==> src/rtl/sfifo_pkg.sv <==
package sfifo_pkg;
  typedef enum logic [1:0] {
    DPX_NONE = 2'b00,
    DPX_RX   = 2'b01,
    DPX_TX   = 2'b10,
    DPX_FULL = 2'b11
  } dpx_e;

  typedef struct packed {
    logic en;
    logic depth_sel;
    logic rx_ie;
    logic tx_ie;
    logic auto_off;
  } cfg_s;
endpackage

==> src/rtl/sfifo_split.sv <==
module sfifo_split #(
  parameter int TOTAL = 4,
  parameter int CW    = 3
) (
  input  logic          active,
  input  logic [1:0]    mode,
  input  logic          depth_sel,
  input  logic [CW-1:0] rx_lvl,
  input  logic [CW-1:0] tx_lvl,
  output logic [CW-1:0] rx_part,
  output logic [CW-1:0] tx_part,
  output logic [CW-1:0] rx_cap,
  output logic [CW-1:0] rx_lvl_eff,
  output logic [CW-1:0] tx_lvl_eff
);
  import sfifo_pkg::*;

  localparam logic [CW-1:0] ALLP  = CW'(TOTAL);
  localparam logic [CW-1:0] HALFP = CW'(TOTAL / 2);

  always_comb begin
    rx_part = '0;
    tx_part = '0;
    if (active) begin
      case (dpx_e'(mode))
        DPX_RX:   rx_part = ALLP;
        DPX_TX:   tx_part = ALLP;
        DPX_FULL: begin
          rx_part = HALFP;
          tx_part = HALFP;
        end
        default: ;
      endcase
    end
    rx_lvl_eff = (rx_lvl == '0 || rx_lvl > rx_part) ? rx_part : rx_lvl;
    tx_lvl_eff = (tx_lvl == '0 || tx_lvl > tx_part) ? tx_part : tx_lvl;
    rx_cap     = depth_sel ? rx_lvl_eff : rx_part;
  end
endmodule

==> src/rtl/sfifo_ring.sv <==
module sfifo_ring #(
  parameter int CW = 3,
  parameter int PW = 2
) (
  input  logic          clk,
  input  logic          rst,
  input  logic          flush,
  input  logic [CW-1:0] size,
  input  logic [CW-1:0] cap,
  input  logic          push,
  input  logic          pop,
  output logic [PW-1:0] wr_ptr,
  output logic [PW-1:0] rd_ptr,
  output logic [CW-1:0] count,
  output logic          push_ok,
  output logic          pop_ok
);
  function automatic logic [PW-1:0] step(input logic [PW-1:0] p, input logic [CW-1:0] sz);
    if (CW'(p) == sz - CW'(1)) return '0;
    return p + PW'(1);
  endfunction

  assign push_ok = push && !flush && (count < cap);
  assign pop_ok  = pop && !flush && (count != '0);

  always_ff @(posedge clk) begin
    if (rst || flush) begin
      wr_ptr <= '0;
      rd_ptr <= '0;
      count  <= '0;
    end else begin
      if (push_ok) wr_ptr <= step(wr_ptr, size);
      if (pop_ok)  rd_ptr <= step(rd_ptr, size);
      case ({push_ok, pop_ok})
        2'b10:   count <= count + CW'(1);
        2'b01:   count <= count - CW'(1);
        default: ;
      endcase
    end
  end

  p_depth_limit_r2: assert property (@(posedge clk) disable iff (rst)
    !flush |-> count <= cap);
  p_flush_empty_r9: assert property (@(posedge clk) disable iff (rst)
    flush |=> count == '0);
  p_empty_pop_r6: assert property (@(posedge clk) disable iff (rst)
    (pop && !push && count == '0) |=> count == '0);
endmodule

==> src/rtl/sfifo_store.sv <==
module sfifo_store #(
  parameter int TOTAL = 4,
  parameter int DW    = 8,
  parameter int PW    = 2
) (
  input  logic          clk,
  input  logic          we_a,
  input  logic [PW-1:0] waddr_a,
  input  logic [DW-1:0] wdata_a,
  input  logic          we_b,
  input  logic [PW-1:0] waddr_b,
  input  logic [DW-1:0] wdata_b,
  input  logic          re_a,
  input  logic [PW-1:0] raddr_a,
  output logic [DW-1:0] rdata_a,
  input  logic          re_b,
  input  logic [PW-1:0] raddr_b,
  output logic [DW-1:0] rdata_b
);
  logic [DW-1:0] mem [TOTAL];

  always_ff @(posedge clk) begin
    if (we_a) mem[waddr_a] <= wdata_a;
    if (we_b) mem[waddr_b] <= wdata_b;
  end

  always_ff @(posedge clk) begin
    if (re_a) rdata_a <= mem[raddr_a];
    if (re_b) rdata_b <= mem[raddr_b];
  end
endmodule

==> src/rtl/sfifo_ctrl.sv <==
module sfifo_ctrl #(
  parameter int TOTAL = 4,
  parameter int DW    = 8,
  localparam int CW   = $clog2(TOTAL + 1),
  localparam int PW   = $clog2(TOTAL)
) (
  input  logic          clk,
  input  logic          rst,
  input  logic          cfg_wr,
  input  logic          cfg_en,
  input  logic          cfg_depth_sel,
  input  logic          cfg_rx_ie,
  input  logic          cfg_tx_ie,
  input  logic          cfg_auto_off,
  input  logic [CW-1:0] cfg_rx_lvl,
  input  logic [CW-1:0] cfg_tx_lvl,
  input  logic [1:0]    duplex_mode,
  input  logic          nine_bit,
  input  logic          rxe_req,
  input  logic          txe_req,
  input  logic          rx_push,
  input  logic [DW-1:0] rx_push_data,
  input  logic          rx_shift_full,
  input  logic          rx_buf_full,
  input  logic          rx_pop,
  output logic [DW-1:0] rx_pop_data,
  output logic          rx_pop_valid,
  input  logic          tx_push,
  input  logic [DW-1:0] tx_push_data,
  input  logic          tx_pop,
  output logic [DW-1:0] tx_pop_data,
  output logic          tx_pop_valid,
  input  logic          tx_buf_empty,
  input  logic          tx_shift_empty,
  output logic [CW-1:0] rx_count,
  output logic [CW-1:0] tx_count,
  output logic          rx_irq,
  output logic          tx_irq,
  output logic          rx_overrun,
  output logic          rx_en,
  output logic          tx_en
);
  import sfifo_pkg::*;

  cfg_s          cfg_q;
  logic [CW-1:0] rx_lvl_q, tx_lvl_q;
  logic [1:0]    mode_q;
  logic          nine_q;

  always_ff @(posedge clk) begin
    if (rst) begin
      cfg_q    <= '0;
      rx_lvl_q <= '0;
      tx_lvl_q <= '0;
    end else if (cfg_wr) begin
      cfg_q    <= '{en: cfg_en, depth_sel: cfg_depth_sel, rx_ie: cfg_rx_ie,
                    tx_ie: cfg_tx_ie, auto_off: cfg_auto_off};
      rx_lvl_q <= cfg_rx_lvl;
      tx_lvl_q <= cfg_tx_lvl;
    end
  end

  always_ff @(posedge clk) begin
    if (rst) begin
      mode_q <= '0;
      nine_q <= 1'b0;
    end else begin
      mode_q <= duplex_mode;
      nine_q <= nine_bit;
    end
  end

  logic flush;
  assign flush = cfg_wr || (duplex_mode != mode_q) || (nine_bit != nine_q);

  logic [CW-1:0] rx_part, tx_part, rx_cap, rx_lvl_eff, tx_lvl_eff;

  sfifo_split #(.TOTAL(TOTAL), .CW(CW)) u_split (
    .active     (cfg_q.en && !nine_bit),
    .mode       (duplex_mode),
    .depth_sel  (cfg_q.depth_sel),
    .rx_lvl     (rx_lvl_q),
    .tx_lvl     (tx_lvl_q),
    .rx_part    (rx_part),
    .tx_part    (tx_part),
    .rx_cap     (rx_cap),
    .rx_lvl_eff (rx_lvl_eff),
    .tx_lvl_eff (tx_lvl_eff)
  );

  logic          rx_take;
  logic          rx_push_ok, rx_pop_ok, tx_push_ok, tx_pop_ok;
  logic [PW-1:0] rx_wp, rx_rp, tx_wp, tx_rp;

  assign rx_take = rx_push && rx_en;

  sfifo_ring #(.CW(CW), .PW(PW)) u_rx_ring (
    .clk(clk), .rst(rst), .flush(flush), .size(rx_part), .cap(rx_cap),
    .push(rx_take), .pop(rx_pop), .wr_ptr(rx_wp), .rd_ptr(rx_rp),
    .count(rx_count), .push_ok(rx_push_ok), .pop_ok(rx_pop_ok)
  );

  sfifo_ring #(.CW(CW), .PW(PW)) u_tx_ring (
    .clk(clk), .rst(rst), .flush(flush), .size(tx_part), .cap(tx_part),
    .push(tx_push), .pop(tx_pop), .wr_ptr(tx_wp), .rd_ptr(tx_rp),
    .count(tx_count), .push_ok(tx_push_ok), .pop_ok(tx_pop_ok)
  );

  // Transmit region sits directly above the receive region
  logic [PW-1:0] tx_waddr, tx_raddr;
  assign tx_waddr = PW'(rx_part + CW'(tx_wp));
  assign tx_raddr = PW'(rx_part + CW'(tx_rp));

  sfifo_store #(.TOTAL(TOTAL), .DW(DW), .PW(PW)) u_store (
    .clk(clk),
    .we_a(rx_push_ok), .waddr_a(rx_wp),    .wdata_a(rx_push_data),
    .we_b(tx_push_ok), .waddr_b(tx_waddr), .wdata_b(tx_push_data),
    .re_a(rx_pop_ok),  .raddr_a(rx_rp),    .rdata_a(rx_pop_data),
    .re_b(tx_pop_ok),  .raddr_b(tx_raddr), .rdata_b(tx_pop_data)
  );

  // Pop strobes, interrupts and overrun
  always_ff @(posedge clk) begin
    if (rst) begin
      rx_pop_valid <= 1'b0;
      tx_pop_valid <= 1'b0;
      rx_irq       <= 1'b0;
      tx_irq       <= 1'b0;
      rx_overrun   <= 1'b0;
    end else begin
      rx_pop_valid <= rx_pop_ok;
      tx_pop_valid <= tx_pop_ok;
      rx_irq <= !flush && cfg_q.rx_ie && (rx_part != '0) && (rx_count >= rx_lvl_eff);
      tx_irq <= !flush && cfg_q.tx_ie && (tx_part != '0) && (tx_count <= tx_lvl_eff);
      if (cfg_wr)
        rx_overrun <= 1'b0;
      else if (rx_take && !flush && (rx_part != '0) && !rx_push_ok)
        rx_overrun <= 1'b1;
    end
  end

  // Automatic clearing of the channel enables
  logic rx_stop, tx_stop, rx_off, tx_off, rx_off_nx, tx_off_nx;

  assign rx_stop = cfg_q.auto_off && (rx_part != '0) && rx_shift_full && rx_buf_full
                   && (rx_count == rx_cap);
  assign tx_stop = cfg_q.auto_off && (tx_part != '0) && tx_buf_empty && tx_shift_empty
                   && (tx_count == '0);
  assign rx_off_nx = rxe_req && !cfg_wr && (rx_off || rx_stop);
  assign tx_off_nx = txe_req && !cfg_wr && (tx_off || tx_stop);

  always_ff @(posedge clk) begin
    if (rst) begin
      rx_off <= 1'b0;
      tx_off <= 1'b0;
      rx_en  <= 1'b0;
      tx_en  <= 1'b0;
    end else begin
      rx_off <= rx_off_nx;
      tx_off <= tx_off_nx;
      rx_en  <= rxe_req && !rx_off_nx;
      tx_en  <= txe_req && !tx_off_nx;
    end
  end

  p_rx_irq_gate_r4: assert property (@(posedge clk) disable iff (rst)
    rx_irq |-> $past(cfg_q.rx_ie));
  p_tx_irq_gate_r4: assert property (@(posedge clk) disable iff (rst)
    tx_irq |-> $past(cfg_q.tx_ie));
  p_overrun_hold_r5: assert property (@(posedge clk) disable iff (rst)
    (rx_overrun && !cfg_wr) |=> rx_overrun);
  p_bypass_empty_r8: assert property (@(posedge clk) disable iff (rst)
    (!cfg_q.en || nine_bit) |=> (rx_count == '0 && tx_count == '0));
  p_auto_rx_off_r10: assert property (@(posedge clk) disable iff (rst)
    (rx_stop && !cfg_wr) |=> !rx_en);
  p_rx_irq_level_r3: assert property (@(posedge clk) disable iff (rst)
    rx_irq |-> $past(rx_count) != '0);
endmodule

==> config.mk <==
export PLATFORM = sky130hd
export DESIGN_NAME = sfifo_ctrl
export DESIGN_NICKNAME = d
export VERILOG_FILES = /design/src/rtl/sfifo_pkg.sv /design/src/rtl/sfifo_split.sv /design/src/rtl/sfifo_ring.sv /design/src/rtl/sfifo_store.sv /design/src/rtl/sfifo_ctrl.sv
export SDC_FILE = /design/constraint.sdc
export NUM_CORES = 1
export LEC_CHECK = 0
export ABC_AREA = 1
export ABC_CLOCK_PERIOD_IN_PS = 10000
export BUFFER_PORTS_ARGS = -buffer_cell sky130_fd_sc_hd__buf_2
export CAP_MARGIN = 0
export CORE_MARGIN = 5
export CORE_UTILIZATION = 60
export CTS_CLUSTER_DIAMETER = 200
export DETAILED_ROUTE_END_ITERATION = 10
export GPL_ROUTABILITY_DRIVEN = 0
export GPL_TIMING_DRIVEN = 0
export PLACE_DENSITY = 0.83
export REMOVE_ABC_BUFFERS = 1
export SYNTH_ARGS = -nofsm -noshare
export SYNTH_HDL_FRONTEND = slang
export SYNTH_HIERARCHICAL = 1
export SYNTH_SLANG_ARGS = --single-unit
==> constraint.sdc <==
create_clock -name clk -period 10 [get_ports clk]
set_input_delay 1 -clock clk [delete_from_list [all_inputs] [get_ports clk]]
set_output_delay 1 -clock clk [all_outputs]
set_load 0.03 [all_outputs]
* Yosys cells after proc, flatten, opt, wreduce, memory -nomap -nowiden
Memories as Yosys holds them, arrays and structs flattened. A register that Yosys moved wholly into a read port is not among the register bits. Cells that the tools add are included.
Cells by class: reductions and logical operators 55, muxes and demuxes 33, magnitude comparators 6, add/subtract/negate cells 12, equal/unequal tests 14
Operator list (count):
- 1-bit logical AND | 32
- 3-bit one-hot mux with 2 select lines | 4
- 1-bit 2-to-1 mux | 16
- 2-bit 2-to-1 mux | 8
- 3-bit 2-to-1 mux | 5
- 2-bit by 3-bit equality test with 1-bit output | 4
- 3-bit nonzero test | 4
- 3-bit by 1-bit subtractor with 3-bit output (second input constant) | 4
- 3-bit logical NOT | 3
- 2-bit by 1-bit adder with 2-bit output (second input constant) | 4
- 2-bit equality test (second input constant) | 4
- 1-bit logical OR | 7
- 3-bit by 1-bit adder with 3-bit output (second input constant) | 2
- 2-bit by 1-bit equality test with 1-bit output (second input constant) | 3
- 3-bit > comparator | 2
- 1-bit logical NOT | 6
- 3-bit < comparator | 2
- 2-bit adder | 2
- 2-bit nonzero test | 2
- 3-bit equality test | 1
- 3-bit >= comparator | 1
- 3-bit <= comparator | 1
- 2-bit != test | 1
- 2-bit OR reduction | 1
- 1-bit != test | 1
Word-level totals: memories 1, memory bits (writable) 32, register bits 37, output and inout bits 29, logic and storage cells 145, bits of input ports 43
Memories:
- u_store.mem | words 4, width 8, rd ports 2, clocked after Yosys merged registers in 2, write ports 2, line sfifo_store.sv:20 | logic [DW-1:0] mem [TOTAL];

* Depth between registers and ports, before layout
Gate-level depths: netlist (run 1).
depth in word-level cells 13, gate-level depth with buffers 27, depth with buffers taken out 27

* Hierarchy
The synthesis (run 1) kept the hierarchy.
Modules (own cells, without submodules):
- sfifo_store | cells an instance 322, times used 1, area each 2727.6 um2, seq. area each 1441.4 um2
- sfifo_ctrl | cells an instance 164, times used 1, area each 1157.4 um2, seq. area each 460.4 um2
- sfifo_ring | cells an instance 83, times used 2, area each 536.8 um2, seq. area each 140.1 um2
- sfifo_split | cells an instance 56, times used 1, area each 322.8 um2, seq. area each 0.0 um2

* Least setup slack after synthesis (run 1)
Ideal clock, no wire load.
path kind input-to-reg, start point in nine_bit, end point mem u_store.mem[0][0], enable pin, data arrival time 3.578 ns, buffers on the path 0, stages on the path 18, required time 9.616 ns, slack 6.038 ns, cells stage by stage nor2_1 -> nand3_1 -> inv_1 -> ha_1 -> nand3_1 -> nand2_2 -> nand3_1 -> nand3_1 -> nand2_1 -> inv_1 -> ha_1 -> nand2_1 -> clkinv_1 -> nand2_2 -> nand3_2 -> inv_2 -> nand2_1 -> o21ai_0
RTL lines:
- from (decl) | line sfifo_ctrl.sv:18 | input logic nine_bit,
- to (decl) | line sfifo_store.sv:20

==> results of run 1 <==
synthesized netlist by cell type (5+ instances only):
cell | number | area share
buf_2 | 7 | 0.0066
nand3_1 | 56 | 0.053
xor2_1 | 5 | 0.0083
inv_1 | 105 | 0.075
a21oi_1 | 15 | 0.014
inv_2 | 21 | 0.015
nand2_2 | 12 | 0.014
o21ai_1 | 14 | 0.013
nand2_1 | 223 | 0.16
o21ai_0 | 8 | 0.0076
dfxtp_1 | 37 | 0.14
o21ai_2 | 8 | 0.013
buf_4 | 9 | 0.013
xnor2_1 | 6 | 0.010
ha_1 | 20 | 0.047
nand4_1 | 21 | 0.025
nor2_1 | 58 | 0.041
edfxtp_1 | 48 | 0.27
cells in the final DEF (no fill, tap or decap), types with 2 or more instances in the layout:
master and instances:
edfxtp_1 48, nand2_1 223, nor2_2 3, o21ai_1 14, inv_1 105, inv_2 21
buf_2 71, and2_1 2, o21ai_0 8, nor3_1 2, nand2_2 12, a21oi_1 15
dfxtp_1 37, o21ai_2 8, a21oi_2 2, clkinvlp_4 2, conb_1 2, inv_6 3
a21oi_4 2, clkbuf_8 9, ha_1 20, nand3_4 3, xor2_1 5, nand4_1 21
clkinv_1 2, fa_1 2, nand3_2 4, nand3_1 56, nor2_1 58, xnor2_1 5
per-layer routing:
metal / wire length (um) / track usage
met1: 4600 / 0.251
met2: 6170 / 0.414
met3: 876 / 0.0473
met4: 415 / 0.101
met5: 0 / 0
power by group through the flow:
stage               Clock [uW]  Sequential [uW]  Combinational (uW)
finish                     255              376                81.2
global route               273              376                91.9
CTS                        259              376                80.1
detailed placement           0              384                79.4
global placement             0              384                74.9
floorplan                    0              384                53.3
worst max-delay path, stage by stage:
cell,delay (ns)
buf_2,0.12
nor2_1,0.23
nand3_1,0.15
inv_1,0.37
ha_1,0.22
inv_1,0.04
nand2_1,0.06
nand2_2,0.07
nand2_2,0.09
nand2_2,0.06
nand2_1,0.06
nand3_1,0.08
nand2_1,0.13
inv_1,0.06
ha_1,0.31
nand2_1,0.07
clkinv_1,0.06
nand2_2,0.07
nand3_2,0.09
inv_2,0.11
nand2_1,0.07
o21ai_0,1.00
metrics by stage:
| stage | utilization | setup WS (ns) | std cells |
|---|---|---|---|
| floorplan | - | 6.00 | 689 |
| global placement | 0.652 | 5.27 | 868 |
| detailed placement | 0.653 | 5.09 | 868 |
| CTS | 0.676 | 5.43 | 884 |
| global route | 0.676 | 5.17 | 884 |
| finish | 0.676 | 5.45 | 884 |
kinds of logic after synthesis:
group,after synthesis
buffers and inverters,148
AO/OA/AOI/OAI,51
other,1
AND/OR/NAND/NOR,390
XOR/XNOR,11
adder cells (fa/ha/maj),22
flip-flops,85
final timing paths:
path              slack (ns)  depth (start not counted)                  start                     endpoint
hold reg to reg         0.47                          2  cfg_q[4]$_SDFFE_PP0P_        cfg_q[4]$_SDFFE_PP0P_
hold / removal          0.47                          2  cfg_q[4]$_SDFFE_PP0P_        cfg_q[4]$_SDFFE_PP0P_
setup / recovery        5.45                         22               nine_bit  u_store/mem[0][2]$_DFFE_PP_
setup reg to reg        5.87                         22  cfg_q[4]$_SDFFE_PP0P_  u_store/mem[0][2]$_DFFE_PP_
flip-flops by register name, indices dropped and copies added, names as in the netlist, 2 cells and up:
name / cells
rx_lvl_q: 3
u_rx_ring/wr_ptr: 2
u_tx_ring/wr_ptr: 2
u_tx_ring/count: 3
u_store/mem: 32
u_tx_ring/rd_ptr: 2
u_store/rdata_b: 8
u_rx_ring/count: 3
u_store/rdata_a: 8
mode_q: 2
tx_lvl_q: 3
u_rx_ring/rd_ptr: 2
cfg_q: 5
area by class of cell:
class	count	area, sq um	share of cell area
clock inverters	7	80.1	0.0137
repair buffers	71	355	0.0609
inverters	128	480	0.0823
multi-input cells	476	2480	0.425
flip-flops and latches	85	2180	0.374
well taps	108	135	0.0231
clock buffers	9	124	0.0212
==> flow_summary.toml, run 1 <==
[sta]
maxSlewHeadroom = 0.122
timing.fmax_mhz = 220
holdWs_ns = 0.465
min_period_ns = 4.55
tns_ns = 0
setup_viol = 0
min_period_over_period = 0.455
hold_viol = 0
rsz0062_at_grt = "no"
finalClockSkew_ns = 0.00964
maxSlewViolCount = 0
tightest_slew_ns = 1.30

[critical_path]
worstPathArrival_ns = 4.53
critPathCaptureType = "flop"
path_class = "primary input to flop"
startpoint_type = "primary input"
cp_max_fo = 11
worstPathRequired_ns = 9.98

[power]
p_switching_uw = 192
intPower_uw = 520
cellPowerDensity_nw_per_um2 = 122
seqPwrFrac = 0.528
power_uw = 712
netSwitchingFraction = 0.269
ir_worst_vdd_v = 0.0000634
combPwrFrac = 0.114
p_leak_uw = 0.00279
p_clk_frac = 0.358

[logic_synthesis]
synth_seq_area_share = 0.413
synth.distinct_cells = 37
synth-xor-area-share = 0.0182
synth_edf_count = 48
synth_fa_ha_area_frac = 0.0550
ys_ff_latch = 85
syn_avg_cell_area_sq_um = 7.46
yosys.area_share.simple = 0.332
async_flop_share = 0
netlist_area_sq_um = 5280
synth_compound_area_frac = 0.0623
syn_inst = 708
synth_warnings = 6
synth_top_family_by_area = "simple AND/OR/NAND/NOR gates"
ys.flop_type = "edfxtp_1"
synth_mux_area_frac = 0

[clocking]
ctsResizeCount = 0
path_clk_slew_ns = 0.09
cts_buffers = 9
cts_max_path_buffers = 2
cts_setup_buffers = 0
cts_num_sinks = 85
holdBufCountCts = 0
htree_levels = 3
clkLatencyLatePin_ns = 0.36
cts_tree = "yes"
root_buffer = "clkbuf_8"

[floorplanning]
fp.coreArea_sq_um = 8640
rows = 34
die_area_sq_um = 10800
ioPinCount = 72
start_util = 0.612
dieHeight_um = 104
die_x_um = 104

[cells_and_area]
drive_above_1_share = 0.193
fillCellCount = 727
final_area_sq_um = 5840
area_growth_pct = 10.6
final_nets = 836
diodes = 0

[route]
ant_nets = 0
avgViaCountPerCell = 5.36
vias = 4738
wl_per_cell_um = 13.6
drt_iter0_markers = 267
drc = 0
wl_mm = 12.1
drt_first_pass_iters = 7

[place]
postPlaceCellArea_sq_um = 5640
portBuffers = 71
dp_hpwl_mm = 8.95

[worst_hold_path]
hold_path_class = "flop to flop"

[global_route]
grt_max_degree = 31
grt-ovfl-total = 0
track_usage = 0.227
grt_pass1_vias = 4748
grt_antenna_before_repair = 0
grt_pass1_wl_mm = 20.5

[status]
status = "finished clean"

[run]
maxCapViolCount = 0
(Power assumes the default switching activity.)
==> run 2, diff against run 1 <==
--- a/config.mk
+++ b/config.mk
@@ -6,16 +6,16 @@
 export NUM_CORES = 1
 export LEC_CHECK = 0
 export ABC_AREA = 1
-export ABC_CLOCK_PERIOD_IN_PS = 10000
+export ABC_CLOCK_PERIOD_IN_PS = 3780
 export BUFFER_PORTS_ARGS = -buffer_cell sky130_fd_sc_hd__buf_2
 export CAP_MARGIN = 0
 export CORE_MARGIN = 5
-export CORE_UTILIZATION = 60
+export CORE_UTILIZATION = 53
 export CTS_CLUSTER_DIAMETER = 200
 export DETAILED_ROUTE_END_ITERATION = 10
 export GPL_ROUTABILITY_DRIVEN = 0
 export GPL_TIMING_DRIVEN = 0
-export PLACE_DENSITY = 0.83
+export PLACE_DENSITY = 0.77
 export REMOVE_ABC_BUFFERS = 1
 export SYNTH_ARGS = -nofsm -noshare
 export SYNTH_HDL_FRONTEND = slang
==> constraint.sdc (replaced) <==
create_clock -name clk -period 3.78 [get_ports clk]
set_input_delay 0.378 -clock clk [delete_from_list [all_inputs] [get_ports clk]]
set_output_delay 0.378 -clock clk [all_outputs]
set_load 0.03 [all_outputs]
==> flow_summary.toml, run 2 (synthesized netlist as in run 1, its figures left out) <==
[sta]
min_period_over_period = 0.915
setup_slack_ns = 0.320
setup_viol = 0
timing.fmax_mhz = 289
tightest_slew_ns = 0.866
hold_viol = 0
rsz0062_at_grt = "no"
maxSlewHeadroom = 0.418
maxSlewViolCount = 0
finalClockSkew_ns = 0.00842
min_period_ns = 3.46

[critical_path]
worstPathArrival_ns = 3.45
cp_num_buf_inv = 6
critPathLaunch = "cfg_q[4]$_SDFFE_PP0P_"
critPathCaptureType = "flop"
critical_path.top_delay_family = "simple AND/OR/NAND/NOR gates"
r2r-end = "u_store/mem[0][4]$_DFFE_PP_"
rr_worst_depth = 22
cp_max_fo = 8
r2r_setup_slack_ns = 0.32
crit_path_max_incr_delay_ns = 0.60
cpMaxStageDelayCell = "o21ai_1"
path_class = "flop to flop"
critPathCapture = "u_store/mem[0][4]$_DFFE_PP_"
path_depth = 22
r2r-start = "cfg_q[4]$_SDFFE_PP0P_"
worstPathRequired_ns = 3.77
path_common_cell = "nand2_1"
startpoint_type = "flop"
cp_cell_sequence = "inv_1, nor2_1, nand3_1, clkinvlp_4, ha_1, inv_1, nand2_1, nand2_2, nand2_2, nand2_2, nand2_1, nand3_1, nand2_1, inv_1, ha_1, nand2_1, clkinv_1, nand2_2, nand3_2, inv_2, nand2_1, o21ai_1"

[cells_and_area]
top_register = "u_store/mem"
layout_commonest_cell = "nand2_1"
drive_above_1_share = 0.195
reg_top3 = "u_store/mem (32), u_store/rdata_a (8), u_store/rdata_b (8)"
final_nets = 839
largest_reg_flops = 32
area_growth_pct = 11.4
layout.cells.non_filler = 912
diodes = 0
layout_common_cells = "nand2_1, inv_1, buf_2"

[place]
dp_slack_ns = -0.370
dp_cells = 894
portBuffers = 71
dp_hpwl_mm = 8.71

[clocking]
path_clk_slew_ns = 0.08
htree_levels = 3
clkLatencyLatePin_ns = 0.36
cts_buffers = 9
root_buffer = "clkbuf_8"
cts_tree = "yes"
holdBufCountCts = 0
cts_max_path_buffers = 2
cts_num_sinks = 85

[global_route]
track_usage = 0.196
grt_max_degree = 31
grt_antenna_before_repair = 0
grt_use_met3 = 0.0341
grt-busiest-layer = "met2"
grt-ovfl-total = 0
use_met2 = 0.362
grt_pass1_wl_mm = 18.6
grt_pass1_vias = 4290
grt_use_met1 = 0.219

[power]
ir_worst_vdd_v = 0.000185
p_leak_uw = 0.00279
cellPowerDensity_nw_per_um2 = 316

[floorplanning]
ioPinCount = 72
dieHeight_um = 110
start_util = 0.543
die_x_um = 110
die_area_sq_um = 12100
rows = 36
fp.coreArea_sq_um = 9730

[route]
avgViaCountPerCell = 4.96
ant_nets = 0
wl_mm = 11.3
drt_first_pass_iters = 7
vias = 4520
wl_per_cell_um = 12.4
drt_iter0_markers = 180
drc = 0

[worst_hold_path]
hold_path_class = "primary input to flop"

[status]
status = "finished clean"

[run]
maxCapViolCount = 0
[run 2: worst min-delay path, cell delays in order]
cell and delay, ns:
buf_2 0.07, nor2_1 0.03, nor2_1 0.08
[run 2: final cells by class]
| class | count | area, sq um |
|---|---|---|
| Fill cell | 907 | 3840 |
| Multi-Input combinational cell | 476 | 2470 |
| Sequential cell | 85 | 2180 |
| Inverter | 128 | 484 |
| Timing Repair Buffer | 74 | 378 |
| Tap cell | 133 | 166 |
| Clock buffer | 10 | 128 |
| Clock inverter | 6 | 71.3 |
[run 2: per-layer routing]
| metal | vias up | wire length [um] |
|---|---|---|
| met5 | - | 0 |
| met4 | 0 | 207 |
| met3 | 18 | 749 |
| met2 | 151 | 5860 |
| met1 | 1992 | 4520 |
| li1 | 2359 | - |
[run 2: per-stage QoR]
step	TNS [ns]	hold WS [ns]	utilization	total power, uW	instance area (sq um)
detailed placement	-5.60	0.456	0.582	1220	5670
CTS	0	0.217	0.603	1880	5870
finish	0	0.233	0.605	1860	5880
global route	0	0.237	0.605	1950	5880
floorplan	0	0.435	-	1160	5140
global placement	-3.96	0.445	0.582	1210	5660
[run 2: worst min-delay path by stage]
| stage | start | endpoint | cells after the start |
|---|---|---|---|
| 2_1_floorplan | cfg_q[4]$_SDFFE_PP0P_ | cfg_q[4]$_SDFFE_PP0P_ | 2 |
| 3_3_place_gp | cfg_q[4]$_SDFFE_PP0P_ | cfg_q[4]$_SDFFE_PP0P_ | 2 |
| 3_5_place_dp | cfg_q[4]$_SDFFE_PP0P_ | cfg_q[4]$_SDFFE_PP0P_ | 2 |
| 4_1_cts | cfg_rx_lvl[2] | rx_lvl_q[2]$_SDFFE_PP0P_ | 3 |
| 5_1_grt | cfg_rx_lvl[2] | rx_lvl_q[2]$_SDFFE_PP0P_ | 3 |
| 6_report | cfg_rx_lvl[2] | rx_lvl_q[2]$_SDFFE_PP0P_ | 3 |
[run 2: report_power, final]
part           internal (uW)  switching [uW]
logic                   77.3             136
registers                986            8.10
clock network            311             344
total                   1370             488
[run 2: timing repair]
action,CTS,global route
endpoints found under the hold margin,0,0
setup endpoints to repair,16,17
setup buffers,0,2
gates resized for setup,2,1
==> run 3, diff against run 2 <==
--- a/config.mk
+++ b/config.mk
@@ -10,12 +10,10 @@
 export BUFFER_PORTS_ARGS = -buffer_cell sky130_fd_sc_hd__buf_2
 export CAP_MARGIN = 0
 export CORE_MARGIN = 5
-export CORE_UTILIZATION = 53
+export CORE_UTILIZATION = 35
 export CTS_CLUSTER_DIAMETER = 200
 export DETAILED_ROUTE_END_ITERATION = 10
 export GPL_ROUTABILITY_DRIVEN = 0
-export GPL_TIMING_DRIVEN = 0
-export PLACE_DENSITY = 0.77
 export REMOVE_ABC_BUFFERS = 1
 export SYNTH_ARGS = -nofsm -noshare
 export SYNTH_HDL_FRONTEND = slang
==> flow_summary.toml, run 3 (synthesized netlist as in run 1, its figures left out) <==
[sta]
holdWs_ns = 0.249
tns_ns = 0
tightest_slew_ns = 0.805
setup_viol = 0
hold_viol = 0
min_period_ns = 3.26
maxSlewHeadroom = 0.462
min_period_over_period = 0.862
finalClockSkew_ns = 0.00832
maxSlewViolCount = 0
timing.fmax_mhz = 307
rsz0062_at_grt = "no"

[clocking]
cts_setup_buffers = 0
path_clk_slew_ns = 0.07
clkLatencyLatePin_ns = 0.35
ctsResizeCount = 0
htree_levels = 3
holdBufCountCts = 0
cts_max_path_buffers = 2
cts_tree = "yes"
cts_buffers = 9
cts_num_sinks = 85
root_buffer = "clkbuf_16"

[status]
status = "finished clean"

[cells_and_area]
area_growth_pct = 15.3
reg_top3 = "u_store/mem (32), u_store/rdata_a (8), u_store/rdata_b (8)"
drive_above_1_share = 0.198
layout_common_cells = "nand2_1, inv_1, buf_2"
layout_commonest_cell = "nand2_1"
top_register = "u_store/mem"
final_nets = 844
largest_reg_flops = 32

[worst_hold_path]
hold_path_depth = 3
hp-start = "cfg_tx_lvl[0]"
hold_path_class = "primary input to flop"
min_to = "tx_lvl_q[0]$_SDFFE_PP0P_"

[floorplanning]
dieHeight_um = 133
ioPinCount = 72
fp.coreArea_sq_um = 15000
die_x_um = 133
start_util = 0.353
rows = 45
die_area_sq_um = 17600

[critical_path]
path_class = "flop to flop"
cp_num_buf_inv = 4
worstPathRequired_ns = 4.07
critPathCaptureType = "flop"
r2r_setup_slack_ns = 0.52
r2r-start = "cfg_q[4]$_SDFFE_PP0P_"
cp_max_fo = 3
r2r-end = "u_rx_ring/count[2]$_SDFFE_PP0P_"
crit_path_max_incr_delay_ns = 0.37
critical_path.top_delay_family = "simple AND/OR/NAND/NOR gates"
rr_worst_depth = 25
path_common_cell = "nand2_1"
cpMaxStageDelayCell = "fa_1"
worstPathArrival_ns = 3.55
startpoint_type = "flop"

[route]
vias = 4372
wl_mm = 12.0
ant_nets = 0
wl_per_cell_um = 12.3
drt_iter0_markers = 305
drt_first_pass_iters = 6
drc = 0
avgViaCountPerCell = 4.49

[global_route]
grt_max_degree = 22
grt_antenna_before_repair = 3
grt_pass1_vias = 3996
grt-ovfl-total = 0
track_usage = 0.139
grt_pass1_wl_mm = 20.0

[place]
portBuffers = 71
dp_hpwl_mm = 9.21

[power]
p_switching_uw = 523
combPwrFrac = 0.101
seqPwrFrac = 0.474
p_leak_uw = 0.00287
p_clk_frac = 0.425
intPower_uw = 1580
netSwitchingFraction = 0.249
cellPowerDensity_nw_per_um2 = 345
ir_worst_vdd_v = 0.000284

[run]
maxCapViolCount = 0
## run 3: per-layer routing
layer	up-vias	GRT usage	wire [um]
met4	2	0.0537	197
met2	87	0.217	5510
met3	19	0.0308	538
met1	1888	0.188	5750
li1	2376	-	-
met5	-	0	7
## run 3: cell type report
| class | instances | area [sq um] |
|---|---|---|
| multi-input cells | 476 | 2470 |
| repair buffers | 79 | 415 |
| diodes | 2 | 5.00 |
| fillers | 1553 | 8890 |
| inverters | 128 | 480 |
| clock inverters | 7 | 71.3 |
| flip-flops and latches | 85 | 2180 |
| well taps | 188 | 235 |
| clock buffers | 9 | 225 |
## run 3: worst max path at each step
stage	from	endpoint	slack [ns]	cells past startpoint
final	cfg_q[4]$_SDFFE_PP0P_	u_rx_ring/count[2]$_SDFFE_PP0P_	0.52	25
after global routing	cfg_q[4]$_SDFFE_PP0P_	u_rx_ring/count[2]$_SDFFE_PP0P_	0.05	25
after CTS	cfg_q[4]$_SDFFE_PP0P_	u_rx_ring/count[2]$_SDFFE_PP0P_	0.53	25
after detailed placement	nine_bit	u_rx_ring/count[2]$_SDFFE_PP0P_	0.37	25
after global placement	nine_bit	u_rx_ring/count[2]$_SDFFE_PP0P_	0.42	25
after floorplan	nine_bit	u_store/mem[0][0]$_DFFE_PP_	0.40	18
## run 3: tightest hold or removal path, stage by stage
cell and delay, ns:
buf_2 0.07, nor2_1 0.03, nor2_1 0.08
## run 3: metrics by stage
| step | area [sq um] | util | setup WS (ns) | instances | total power (uW) |
|---|---|---|---|---|---|
| floorplan | 5140 | - | 0.404 | 689 | 1160 |
| global placement | 5790 | 0.386 | 0.420 | 956 | 1230 |
| detailed placement | 5790 | 0.386 | 0.371 | 956 | 1230 |
| CTS | 6080 | 0.406 | 0.533 | 972 | 2130 |
| global route | 6090 | 0.407 | 0.0496 | 974 | 2200 |
| finish | 6090 | 0.407 | 0.520 | 974 | 2100 |
## run 3: power by group through the flow
stage,Sequential (uW),Combinational (uW),Clock [uW]
after global placement,1020,210,0
after CTS,995,213,917
after floorplan,1020,141,0
after global routing,996,245,958
final,995,213,894
after detailed placement,1020,212,0
